--- config.mk ---
export PLATFORM = sky130hd
export DESIGN_NAME = ctl_seq_top
export DESIGN_NICKNAME = d
export VERILOG_FILES = /design/src/rtl/ctl_seq_pkg.sv /design/src/rtl/ctl_crc4.sv /design/src/rtl/ctl_seq_fsm.sv /design/src/rtl/ctl_seq_top.sv
export SDC_FILE = /design/constraint.sdc
export NUM_CORES = 1
export LEC_CHECK = 0
export ABC_CLOCK_PERIOD_IN_PS = 4500
export BUFFER_PORTS_ARGS = -buffer_cell sky130_fd_sc_hd__buf_2
export CELL_PAD_IN_SITES_DETAIL_PLACEMENT = 1
export CELL_PAD_IN_SITES_GLOBAL_PLACEMENT = 1
export CORE_AREA = 4 4 68 101
export CTS_CLUSTER_SIZE = 30
export DETAILED_ROUTE_END_ITERATION = 12
export DIE_AREA = 0 0 72 105
export HOLD_SLACK_MARGIN = 0.05
export PLACE_DENSITY = 0.72
export SYNTH_ARGS = -nofsm -noshare
export SYNTH_HDL_FRONTEND = slang
export SYNTH_HIERARCHICAL = 1
export SYNTH_SLANG_ARGS = --single-unit
--- constraint.sdc ---
create_clock -name clk_i -period 4.5 [get_ports clk_i]
set_clock_uncertainty 0.2 [all_clocks]
set_input_delay 0.9 -clock clk_i [delete_from_list [all_inputs] [get_ports clk_i]]
set_output_delay 0.9 -clock clk_i [all_outputs]
set_load 0.005 [all_outputs]
--- src/rtl/ctl_seq_pkg.sv ---
package ctl_seq_pkg;
  typedef enum logic [2:0] {
    PH_IDLE, PH_ZERO, PH_START, PH_CMD, PH_CTX, PH_ESYNC, PH_DATA, PH_CRX
  } phase_e;

  localparam int CRC_W = 4;

  // x^4+x+1, MSB-first serial update
  function automatic logic [CRC_W-1:0] crc4_step(logic [CRC_W-1:0] c, logic b);
    logic fb;
    fb = c[CRC_W-1] ^ b;
    return {c[CRC_W-2:0], 1'b0} ^ (fb ? 4'b0011 : 4'b0000);
  endfunction
endpackage

--- src/rtl/ctl_crc4.sv ---
module ctl_crc4
  import ctl_seq_pkg::*;
(
  input  logic clk_i,
  input  logic rst_ni,
  input  logic clr_i,
  input  logic step_i,
  input  logic shift_i,
  input  logic bit_i,
  output logic msb_o
);
  logic [CRC_W-1:0] crc_q;

  always_ff @(posedge clk_i or negedge rst_ni) begin
    if (!rst_ni)      crc_q <= '0;
    else if (clr_i)   crc_q <= '0;
    else if (step_i)  crc_q <= crc4_step(crc_q, bit_i);
    else if (shift_i) crc_q <= {crc_q[CRC_W-2:0], 1'b0};
  end

  assign msb_o = crc_q[CRC_W-1];
endmodule

--- src/rtl/ctl_seq_fsm.sv ---
module ctl_seq_fsm
  import ctl_seq_pkg::*;
#(
  parameter int ZERO_RUN = 14,
  parameter int CMD_W    = 16,
  parameter int DATA_W   = 8
) (
  input  logic   clk_i,
  input  logic   rst_ni,
  input  logic   start_i,
  input  logic   adv_i,
  input  logic   abort_i,
  output phase_e phase_o,
  output logic   last_o
);
  localparam int MAX_LEN = (ZERO_RUN > CMD_W) ?
                           ((ZERO_RUN > DATA_W) ? ZERO_RUN : DATA_W) :
                           ((CMD_W > DATA_W) ? CMD_W : DATA_W);
  localparam int CNT_W = $clog2(MAX_LEN + 1);

  phase_e           ph_q, ph_nx;
  logic [CNT_W-1:0] cnt_q;
  logic [CNT_W-1:0] len;

  always_comb begin
    unique case (ph_q)
      PH_ZERO:  len = CNT_W'(ZERO_RUN);
      PH_CMD:   len = CNT_W'(CMD_W);
      PH_CTX:   len = CNT_W'(CRC_W);
      PH_DATA:  len = CNT_W'(DATA_W);
      PH_CRX:   len = CNT_W'(CRC_W);
      default:  len = CNT_W'(1);
    endcase
  end

  assign last_o = (cnt_q == len - CNT_W'(1));

  always_comb begin
    unique case (ph_q)
      PH_ZERO:  ph_nx = PH_START;
      PH_START: ph_nx = PH_CMD;
      PH_CMD:   ph_nx = PH_CTX;
      PH_CTX:   ph_nx = PH_ESYNC;
      PH_ESYNC: ph_nx = PH_DATA;
      PH_DATA:  ph_nx = PH_CRX;
      default:  ph_nx = PH_IDLE;
    endcase
  end

  always_ff @(posedge clk_i or negedge rst_ni) begin
    if (!rst_ni) begin
      ph_q  <= PH_IDLE;
      cnt_q <= '0;
    end else if (ph_q == PH_IDLE) begin
      if (start_i) begin
        ph_q  <= PH_ZERO;
        cnt_q <= '0;
      end
    end else if (adv_i) begin
      if (abort_i) begin
        ph_q  <= PH_IDLE;
        cnt_q <= '0;
      end else if (last_o) begin
        ph_q  <= ph_nx;
        cnt_q <= '0;
      end else begin
        cnt_q <= cnt_q + CNT_W'(1);
      end
    end
  end

  assign phase_o = ph_q;
endmodule

--- src/rtl/ctl_seq_top.sv ---
module ctl_seq_top
  import ctl_seq_pkg::*;
#(
  parameter int ZERO_RUN = 14,
  parameter int CMD_W    = 16,
  parameter int DATA_W   = 8
) (
  input  logic              clk_i,
  input  logic              rst_ni,
  input  logic              cmd_valid_i,
  input  logic [CMD_W-1:0]  cmd_word_i,
  input  logic              cyc_i,
  input  logic              cds_i,
  output logic              cdm_o,
  output logic              busy_o,
  output logic              done_o,
  output logic              err_o,
  output logic [DATA_W-1:0] rdata_o
);
  phase_e              phase;
  logic                last, idle, accept, adv, abort;
  logic                tx_msb, rx_msb, crc_bad, mism_q;
  logic [CMD_W-1:0]    cmd_q;
  logic [DATA_W-1:0]   rdata_q;
  logic                done_q, err_q;

  assign idle   = (phase == PH_IDLE);
  assign accept = cmd_valid_i && idle;
  assign adv    = cyc_i && !idle;
  assign abort  = (phase == PH_ESYNC) && !cds_i;

  ctl_seq_fsm #(.ZERO_RUN(ZERO_RUN), .CMD_W(CMD_W), .DATA_W(DATA_W)) u_fsm (
    .clk_i, .rst_ni,
    .start_i (accept),
    .adv_i   (adv),
    .abort_i (abort),
    .phase_o (phase),
    .last_o  (last)
  );

  ctl_crc4 u_tx_crc (
    .clk_i, .rst_ni,
    .clr_i   (accept),
    .step_i  (adv && phase == PH_CMD),
    .shift_i (adv && phase == PH_CTX),
    .bit_i   (cmd_q[CMD_W-1]),
    .msb_o   (tx_msb)
  );

  ctl_crc4 u_rx_crc (
    .clk_i, .rst_ni,
    .clr_i   (accept),
    .step_i  (adv && phase == PH_DATA),
    .shift_i (adv && phase == PH_CRX),
    .bit_i   (cds_i),
    .msb_o   (rx_msb)
  );

  assign crc_bad = (phase == PH_CRX) && (cds_i != !rx_msb);

  always_ff @(posedge clk_i or negedge rst_ni) begin
    if (!rst_ni) begin
      cmd_q   <= '0;
      rdata_q <= '0;
      mism_q  <= 1'b0;
      done_q  <= 1'b0;
      err_q   <= 1'b0;
    end else if (accept) begin
      cmd_q   <= cmd_word_i;
      rdata_q <= '0;
      mism_q  <= 1'b0;
      done_q  <= 1'b0;
      err_q   <= 1'b0;
    end else if (adv) begin
      if (phase == PH_CMD)  cmd_q   <= {cmd_q[CMD_W-2:0], 1'b0};
      if (phase == PH_DATA) rdata_q <= {rdata_q[DATA_W-2:0], cds_i};
      if (crc_bad)          mism_q  <= 1'b1;
      if (abort)            err_q   <= 1'b1;
      if (phase == PH_CRX && last) begin
        if (mism_q || crc_bad) err_q  <= 1'b1;
        else                   done_q <= 1'b1;
      end
    end
  end

  always_comb begin
    unique case (phase)
      PH_IDLE:  cdm_o = 1'b1;
      PH_START: cdm_o = 1'b1;
      PH_CMD:   cdm_o = cmd_q[CMD_W-1];
      PH_CTX:   cdm_o = !tx_msb;
      default:  cdm_o = 1'b0;
    endcase
  end

  assign busy_o  = !idle;
  assign done_o  = done_q;
  assign err_o   = err_q;
  assign rdata_o = rdata_q;
endmodule

* Yosys cells after proc, flatten, opt, wreduce, memory -nomap -nowiden
Index checks and enable logic that the tools add are counted.
** Cells by class
- $add $sub $neg :: 2
- Equal/unequal tests :: 11
- Mux-type cells :: 39
- Bitwise operators :: 4
- Reductions and logical operators :: 32
** Operators with widths (count)
- 16-bit 2-to-1 mux :: 3
- 5-bit 2-to-1 mux :: 5
- 4-bit 2-to-1 mux :: 6
- 8-bit 2-to-1 mux :: 3
- 5-bit case mux with 4 select lines :: 1
- 3-bit case mux with 6 select lines :: 1
- 3-bit 2-to-1 mux :: 5
- 3-bit equality test, second input constant :: 4
- 1-bit 2-to-1 mux :: 12
- 2-bit nonzero test :: 6
- 1-bit logical AND :: 9
- 3-bit nonzero test :: 3
- 2-bit AND reduction :: 4
- 4-bit XOR :: 2
- 3-bit by 2-bit equality test with 1-bit output, second input constant :: 2
- 3-bit AND reduction :: 2
- 5-bit by 1-bit adder with 5-bit output, second input constant :: 1
- 5-bit equality test :: 1
- 5-bit by 1-bit subtractor with 5-bit output, second input constant :: 1
- 1-bit logical NOT :: 4
- 2-bit 2-to-1 mux :: 2
- 2-bit OR reduction :: 2
- 3-bit by 1-bit equality test with 1-bit output, second input constant :: 1
- 3-bit logical NOT :: 1
- 6 further kinds :: 7
** Word-level totals
- Flip-flop bits (word level) :: 43
- Input bits :: 21
- Output and inout bits :: 12

* Depth between registers and ports, before layout
Gate-level depths: netlist of run 1.
- Depth in word-level cells :: 9
- Depth in mapped cells :: 9
- Mapped depth without buffers :: 7

* By module
Netlist of run 1, hierarchy kept.
** By module, submodules not included
- ctl_seq_top :: times used 1, cells each 131, area an instance 1322.5 um2, sequential area each 675.6 um2
- ctl_seq_fsm :: times used 1, cells each 72, area an instance 629.4 um2, sequential area each 200.2 um2
- ctl_crc4 :: times used 2, cells each 19, area an instance 193.9 um2, sequential area each 100.1 um2

* Least setup slack after synthesis of run 1
OpenSTA, ideal clock, no wires.
- Path type :: in2reg
- Start point :: input port cmd_valid_i
- End point :: register u_fsm.cnt_q[2]
- Setup time :: 0.064 ns
- Data arrival time :: 2.353 ns
- Required time :: 4.236 ns
- Path slack :: 1.882 ns
- Stages :: 7
- Path through :: nor4b_4 -> buf_4 -> buf_4 -> mux2i_1 -> or3b_2 -> a211oi_1 -> a21o_1
** On the way
- Word-level cells in the longest chain between the ends :: 3
** Ends and longest elaborated chain
- start: declaration :: line ctl_seq_top.sv:10 : input logic cmd_valid_i,
- 1-bit logical AND :: line ctl_seq_top.sv:28 : assign accept = cmd_valid_i && idle;
- via accept :: line ctl_seq_top.sv:21 : logic last, idle, accept, adv, abort;
- 2-bit by 1-bit inequality test with 1-bit output (no line)
- 2-bit AND reduction (no line)
- end signal: assignment :: line ctl_seq_fsm.sv:67 : cnt_q <= cnt_q + CNT_W'(1);
- end: declaration :: line ctl_seq_fsm.sv:22 : logic [CNT_W-1:0] cnt_q;
The timed path passes the listed nets, and every way through them passes these cells.
A chain may end at the register's enable or synchronous reset.

* Worst setup path after layout of run 1
- Start point :: register u_fsm.ph_q[0] (netlist: u_fsm/phase_o[0])
- End point :: register u_fsm.cnt_q[2]
** On the way
- Elaborated cells on any way between the ends :: 22
- Classes of those cells :: add/sub (1); eq/ne (8); mux (5); reduce/logical (8)
** RTL lines
- start: declaration :: line ctl_seq_fsm.sv:21 : phase_e ph_q, ph_nx;
- start signal: assignment :: line ctl_seq_fsm.sv:64 : ph_q <= ph_nx;
- 3-bit logical NOT :: line ctl_seq_top.sv:27 : assign idle = (phase == PH_IDLE);
- 1-bit logical NOT :: line ctl_seq_top.sv:29 : assign adv = cyc_i && !idle;
- 1-bit logical AND :: line ctl_seq_top.sv:29
- via adv :: line ctl_seq_top.sv:21
- 2-bit nonzero test (no line)
- 2-bit AND reduction (no line)
The timed path passes the listed nets, and every way through them passes these cells. The select of a mux whose other input is x is not followed.

==> results.py, run 1 <==
metrics = {
    "floorplan": {
        "die_y_um": 105,
        "die-width_um": 72,
        "start_util": 0.387,
        "rows": 35,
        "die-area_um2": 7560,
        "core_area_um2": 6040,
        "pin_count": 33,
    },
    "pwr": {
        "p_sw_mw": 0.414,
        "p_leak_nw": 1.16,
        "p_per_area_nw_per_um2": 491,
        "power_frac_comb": 0.251,
        "seqPwrFrac": 0.474,
        "ir_drop_mv": 0.270,
        "p_int_mw": 0.875,
        "p_clk_frac": 0.276,
        "power_mw": 1.29,
        "netSwitchingFraction": 0.322,
    },
    "global_route": {
        "overflow": 0,
        "grt_pass1_wl_mm": 9.25,
        "track_usage": 0.152,
        "grt_max_degree": 44,
        "antenna_found_initial": 0,
        "grt_pass1_vias": 1895,
    },
    "synthesis": {
        "synth_compound_area_frac": 0.241,
        "yosys.area.top_type": "dfrtp_1",
        "synth_mux_area_frac": 0.00856,
        "yosysSeqAreaShare": 0.460,
        "synth.avg_cell_area_um2": 9.71,
        "syn_area_um2": 2340,
        "synth_top_family_by_area": "compound AO/OA/AOI/OAI gates",
        "syn_inst": 241,
        "synthFlopType": "dfrtp_1",
        "synth-xor-area-share": 0.0326,
        "synth_area_leaders": "dfrtp_1, a22oi_1, nand2_1",
        "synth-edff-count": 0,
        "ys_seq_elements": 43,
        "yosys.area.top_type_share": 0.460,
        "synth_nets": 263,
        "synth.distinct_cells": 55,
        "synth-simple-area-share": 0.174,
        "yosysWarnings": 6,
        "synth_fa_ha_area_frac": 0.00535,
        "async_reset_ff_frac": 1.00,
    },
    "place": {
        "place_ws_ps": 1630,
        "dp.cells": 334,
        "gp_congestion": 0.743,
        "dp_hpwl_mm": 3.69,
        "io_buffers": 32,
    },
    "route": {
        "drt_drc_violations_left": 0,
        "via_count": 1859,
        "post_drt_wl_per_cell_um": 15.6,
        "dr.pass1.iters": 4,
        "drtIter0Drc": 78,
        "via_per_inst": 5.44,
        "ant_nets": 0,
        "routed_wl_mm": 5.34,
    },
    "layout": {
        "fillers": 717,
        "seqCellArea_um2": 1080,
        "fin_cells": 342,
        "area_growth_pct": 12.3,
        "multiInputGateArea_um2": 1080,
        "n_antenna_cell": 0,
        "drive_gt1_frac": 0.231,
        "nNetsFinal": 289,
    },
    "sta": {
        "finalSetupViolations": 0,
        "finalCritPeriodShare": 0.642,
        "max_slew_margin": 0.323,
        "hold_viol": 0,
        "final_max_slew_viol_count": 0,
        "min_period_ps": 2890,
        "setup_slack_ps": 1610,
        "worstMarginPinSlew_ps": 987,
        "rsz0062_at_grt": "false",
        "hold_slack_ps": 313,
        "setup_tns_ps": 0,
        "max_freq_ghz": 0.346,
    },
    "job": {
        "drv_cap": 0,
    },
    "worst_setup_path": {
        "rr_worst_depth": 7,
        "startpoint_type": "register",
        "arrival_ps": 2880,
        "critPathRequiredTime_ps": 4490,
        "end_kind": "register",
        "crit_fanout": 25,
        "critical_path_class": "reg -> reg",
    },
    "cts": {
        "clk_latency_ps": 300,
        "clock-sinks": 43,
        "clkTransAtPathRegs_ps": 80,
        "cts_buffers": 5,
        "cts_resized": 0,
        "h-tree-depth": 2,
        "cts_tree": "yes",
        "clk_path_buf_depth": 2,
        "postCtsSetupBuffers": 0,
        "clock-root-buffer": "clkbuf_8",
        "postCtsHoldBufs": 0,
    },
    "hold_path": {
        "hold_path_class": "reg -> reg",
        "hold_path_depth": 2,
    },
    "outcome": {
        "outcome": "complete, no violations",
    },
}
==> worst paths after layout <==
path                             startpoint        endpoint  slack (ps)
max                        u_fsm/phase_o[0]  u_fsm/cnt_q[2]        1610
min                                cmd_q[2]        cmd_q[3]         310
max reg2reg                u_fsm/phase_o[0]  u_fsm/cnt_q[2]        1610
min reg2reg                        cmd_q[2]        cmd_q[3]         310
max in group asynchronous            rst_ni  u_fsm/cnt_q[2]        2920
min in group asynchronous            rst_ni       cmd_q[12]         550
==> final cells by class <==
type | count | share of cell area
tap | 74 | 0.0352
clock buffer | 6 | 0.0276
inverter | 19 | 0.0271
multi-input combinational | 164 | 0.411
timing repair buffer | 34 | 0.0667
clock inverter | 2 | 0.0229
sequential | 43 | 0.410
==> critical path, cell delays in order (launching register included) <==
cell      delay, ps
dfrtp_1         670
or3_1           490
nand2_1         100
inv_1           100
mux2i_1         750
or3b_2          250
a211oi_1         70
a21o_1          160
==> per-layer routing <==
| layer | wire length (µm) | share of wire | global-route usage | vias up |
|---|---|---|---|---|
| met1 | 2330 | 0.44 | 0.180 | 925 |
| met4 | 78 | 0.015 | 0.0430 | 0 |
| met3 | 179 | 0.034 | 0.0337 | 7 |
| met5 | 0 | 0 | 0 | - |
| met2 | 2760 | 0.52 | 0.268 | 26 |
| li1 | - | - | - | 901 |
==> stage by stage <==
stage          cell area [µm²]  utilization
6_report                  2630        0.435
3_3_place_gp              2490        0.413
3_5_place_dp              2490        0.413
5_1_grt                   2630        0.435
2_1_floorplan             2340            -
4_1_cts                   2630        0.435
==> sequential cells by signal, summed over array words and instances (netlist names) <==
name            count
cmd_q              16
rdata_o             8
u_fsm/cnt_q         5
u_rx_crc/crc_q      4
u_tx_crc/crc_q      4
u_fsm/phase_o       3
done_o              1
err_o               1
mism_q              1
==> power groups by stage <==
stage / registers, mW / clock network, mW / logic, mW
floorplan: 0.557 / 0 / 0.317
global placement: 0.613 / 0 / 0.316
detailed placement: 0.618 / 0 / 0.329
CTS: 0.610 / 0.365 / 0.332
global route: 0.630 / 0.379 / 0.372
finish: 0.611 / 0.355 / 0.323
==> synthesized netlist by cell type, types with 2 or more instances <==
cell type and n:
a311oi_1 2, o211ai_1 2, nor3b_1 3, o21ai_0 12
buf_2 6, nor2b_1 4, nor2_1 7, dfrtp_1 43
nor3_1 2, a22oi_1 14, nand2_1 28, a211oi_1 6
a21oi_1 18, mux2i_1 2, xor2_2 2, a21o_1 3
o21ai_1 2, xor2_1 2, xnor2_1 3, o21bai_1 2
nand3_1 6, inv_1 18, o21ai_2 10, nand2b_1 4
buf_6 5, buf_4 3, or3_1 4
==> cells in the final DEF, fill, tap and decap left out, types with 2 or more instances in the layout <==
cell type / synthesis / final
nand2b_1: 4 / 4
buf_2: 6 / 32
bufinv_16: 0 / 2
nor3b_1: 3 / 3
nand3_1: 6 / 6
a211oi_1: 6 / 6
mux2i_1: 2 / 2
inv_1: 18 / 18
or3_1: 4 / 4
a22oi_1: 14 / 14
o21ai_0: 12 / 12
a311oi_1: 2 / 2
nor2_1: 7 / 7
xor2_1: 2 / 2
o211ai_1: 2 / 2
a21o_1: 3 / 3
nor3_1: 2 / 2
buf_4: 3 / 2
xor2_2: 2 / 2
nor2b_1: 4 / 4
o21ai_2: 10 / 10
clkbuf_8: 0 / 5
o21bai_1: 2 / 2
nand2_1: 28 / 28
o21ai_1: 2 / 2
xnor2_1: 3 / 3
a21oi_1: 18 / 18
dfrtp_1: 43 / 43
==> logic make-up (layout without fill, tap and decap cells) <==
kind of cell / count (synthesis) / after routing
buf+inv: 34 / 61
fa+ha+maj: 1 / 1
flops: 43 / 43
simple gates: 72 / 72
xor+xnor: 7 / 7
compound gates: 82 / 82
mux: 2 / 2
(Power assumes the default switching activity.)
==> inputs of run 2 (changes only) <==
--- a/config.mk
+++ b/config.mk
@@ -5,7 +5,7 @@
 export SDC_FILE = /design/constraint.sdc
 export NUM_CORES = 1
 export LEC_CHECK = 0
-export ABC_CLOCK_PERIOD_IN_PS = 4500
+export ABC_CLOCK_PERIOD_IN_PS = 2970
 export BUFFER_PORTS_ARGS = -buffer_cell sky130_fd_sc_hd__buf_2
 export CELL_PAD_IN_SITES_DETAIL_PLACEMENT = 1
 export CELL_PAD_IN_SITES_GLOBAL_PLACEMENT = 1
==> constraint.sdc (replaced) <==
create_clock -name clk_i -period 2.97 [get_ports clk_i]
set_clock_uncertainty 0.2 [all_clocks]
set_input_delay 0.594 -clock clk_i [delete_from_list [all_inputs] [get_ports clk_i]]
set_output_delay 0.594 -clock clk_i [all_outputs]
set_load 0.005 [all_outputs]
==> results.py, run 2 (synthesis results as in run 1) <==
metrics = {
    "route": {
        "ant_nets": 0,
        "drtIter0Drc": 103,
        "post_drt_wl_per_cell_um": 15.6,
        "drt_drc_violations_left": 0,
        "via_count": 1893,
        "dr.pass1.iters": 4,
        "via_per_inst": 5.44,
        "routed_wl_mm": 5.45,
    },
    "outcome": {
        "outcome": "complete, no violations",
    },
    "floorplan": {
        "die-area_um2": 7560,
        "die-width_um": 72,
        "die_y_um": 105,
        "pin_count": 33,
        "rows": 35,
        "core_area_um2": 6040,
        "start_util": 0.387,
    },
    "sta": {
        "finalSetupViolations": 0,
        "rsz0062_at_grt": "false",
        "setup_tns_ps": 0,
        "min_period_ps": 2420,
        "hold_slack_ps": 307,
        "hold_viol": 0,
        "worstMarginPinSlew_ps": 543,
        "finalCritPeriodShare": 0.816,
        "max_slew_margin": 0.635,
        "final_max_slew_viol_count": 0,
        "max_freq_ghz": 0.413,
    },
    "cts": {
        "clock-root-buffer": "clkbuf_8",
        "cts_tree": "yes",
        "clock-sinks": 43,
        "cts_buffers": 5,
        "h-tree-depth": 2,
        "clkTransAtPathRegs_ps": 80,
        "clk_path_buf_depth": 2,
        "cts_resized": 0,
        "clk_latency_ps": 300,
    },
    "global_route": {
        "antenna_found_initial": 0,
        "overflow": 0,
        "track_usage": 0.154,
        "grt_pass1_vias": 1921,
        "grt_pass1_wl_mm": 9.26,
        "grt_max_degree": 39,
    },
    "worst_setup_path": {
        "critical_path_buf_inv_count": 2,
        "cp_top_family": "simple AND/OR/NAND/NOR gates",
        "end_kind": "register",
        "critical_path_class": "reg -> reg",
        "arrival_ps": 2410,
        "ff2ff_setup_slack_ps": 550,
        "r2r-start": "u_fsm/phase_o[1]",
        "crit_top_cell": "or3_1",
        "startpoint_type": "register",
        "crit_cells": 8,
        "rr_endpoint": "u_fsm/cnt_q[4]",
        "rr_worst_depth": 8,
        "crit_fanout": 17,
        "path_cells": "or3_1 > nand2_1 > inv_1 > mux2i_1 > buf_4 > or3_1 > a2bb2oi_1 > o21ai_1",
        "cpMaxStageDelayCell": "dfrtp_1",
        "critPathRequiredTime_ps": 2950,
        "max_stage_delay_ps": 590,
    },
    "layout": {
        "drive_gt1_frac": 0.245,
        "top_register": "cmd_q",
        "fin_cells": 348,
        "final_cell_mix": "dfrtp_1, buf_2, nand2_1",
        "fillers": 714,
        "area_growth_pct": 14.3,
        "n_antenna_cell": 0,
        "largest_register_ffs": 16,
        "nNetsFinal": 295,
        "mostFrequentLayoutCell": "dfrtp_1",
    },
    "job": {
        "drv_cap": 0,
    },
    "place": {
        "io_buffers": 32,
        "gp_congestion": 0.718,
        "dp.cells": 339,
        "dp_hpwl_mm": 3.80,
    },
    "hold_path": {
        "hold_path_class": "reg -> reg",
        "min_from": "cmd_q[3]",
        "hold_path_end": "cmd_q[4]",
        "hold_path_depth": 2,
    },
    "pwr": {
        "p_per_area_nw_per_um2": 738,
        "ir_drop_mv": 0.305,
        "p_leak_nw": 1.19,
    },
}
[run 2: changes by cell type in the layout (fill, tap and decap cells not counted), sizes merged]
cell and change:
buf +5, dlygate4sd3 +1
[run 2: layer usage]
| metal | part of all wire | vias to the layer above | track usage |
|---|---|---|---|
| li1 | - | 913 | - |
| met1 | 0.43 | 940 | 0.183 |
| met2 | 0.51 | 32 | 0.261 |
| met3 | 0.039 | 8 | 0.0366 |
| met4 | 0.023 | 0 | 0.0618 |
| met5 | 0 | - | 0 |
[run 2: worst max path at each step]
stage,startpoint,endpoint,slack [ps]
2_1_floorplan,u_fsm/phase_o[1],u_fsm/cnt_q[2],550
3_3_place_gp,u_fsm/phase_o[1],u_fsm/cnt_q[4],620
3_5_place_dp,u_fsm/phase_o[1],u_fsm/cnt_q[4],550
4_1_cts,u_fsm/phase_o[1],u_fsm/cnt_q[4],530
5_1_grt,u_fsm/phase_o[1],u_fsm/cnt_q[4],310
6_report,u_fsm/phase_o[1],u_fsm/cnt_q[4],550
[run 2: area by class of cell]
cell class / instances / area [µm²] / share of cell area
clock buffers: 6 / 72.6 / 0.0271
clock inverters: 2 / 60.1 / 0.0225
inverters: 19 / 71.3 / 0.0267
multi-input cells: 164 / 1080 / 0.404
flip-flops and latches: 43 / 1080 / 0.402
well taps: 74 / 92.6 / 0.0346
repair buffers: 40 / 223 / 0.0833
[run 2: worst reg2reg max path, stage by stage, from the launching register on]
cell	delay, ps
dfrtp_1	590
or3_1	470
nand2_1	100
inv_1	90
mux2i_1	300
buf_4	230
or3_1	110
a2bb2oi_1	150
o21ai_1	70
[run 2: power breakdown]
group	total (mW)	leakage [nW]	internal [mW]	switching (mW)
Sequential	0.894	0.552	0.746	0.149
Combinational	0.543	0.572	0.259	0.284
Clock	0.536	0.0654	0.336	0.200
Total	1.97	1.19	1.34	0.633
[run 2: per-stage QoR]
stage	setup slack [ps]	utilization	cell area [µm²]	total power [mW]
CTS	525	0.443	2680	2.01
finish	546	0.443	2680	1.97
global placement	618	0.419	2530	1.43
detailed placement	548	0.419	2530	1.46
global route	315	0.443	2680	2.11
floorplan	547	-	2340	1.32
[run 2: what timing repair did]
item / CTS / global route
hold buffers: 1 / 0
setup buffers: 0 / 0
endpoints found under the hold margin: 14 / 0
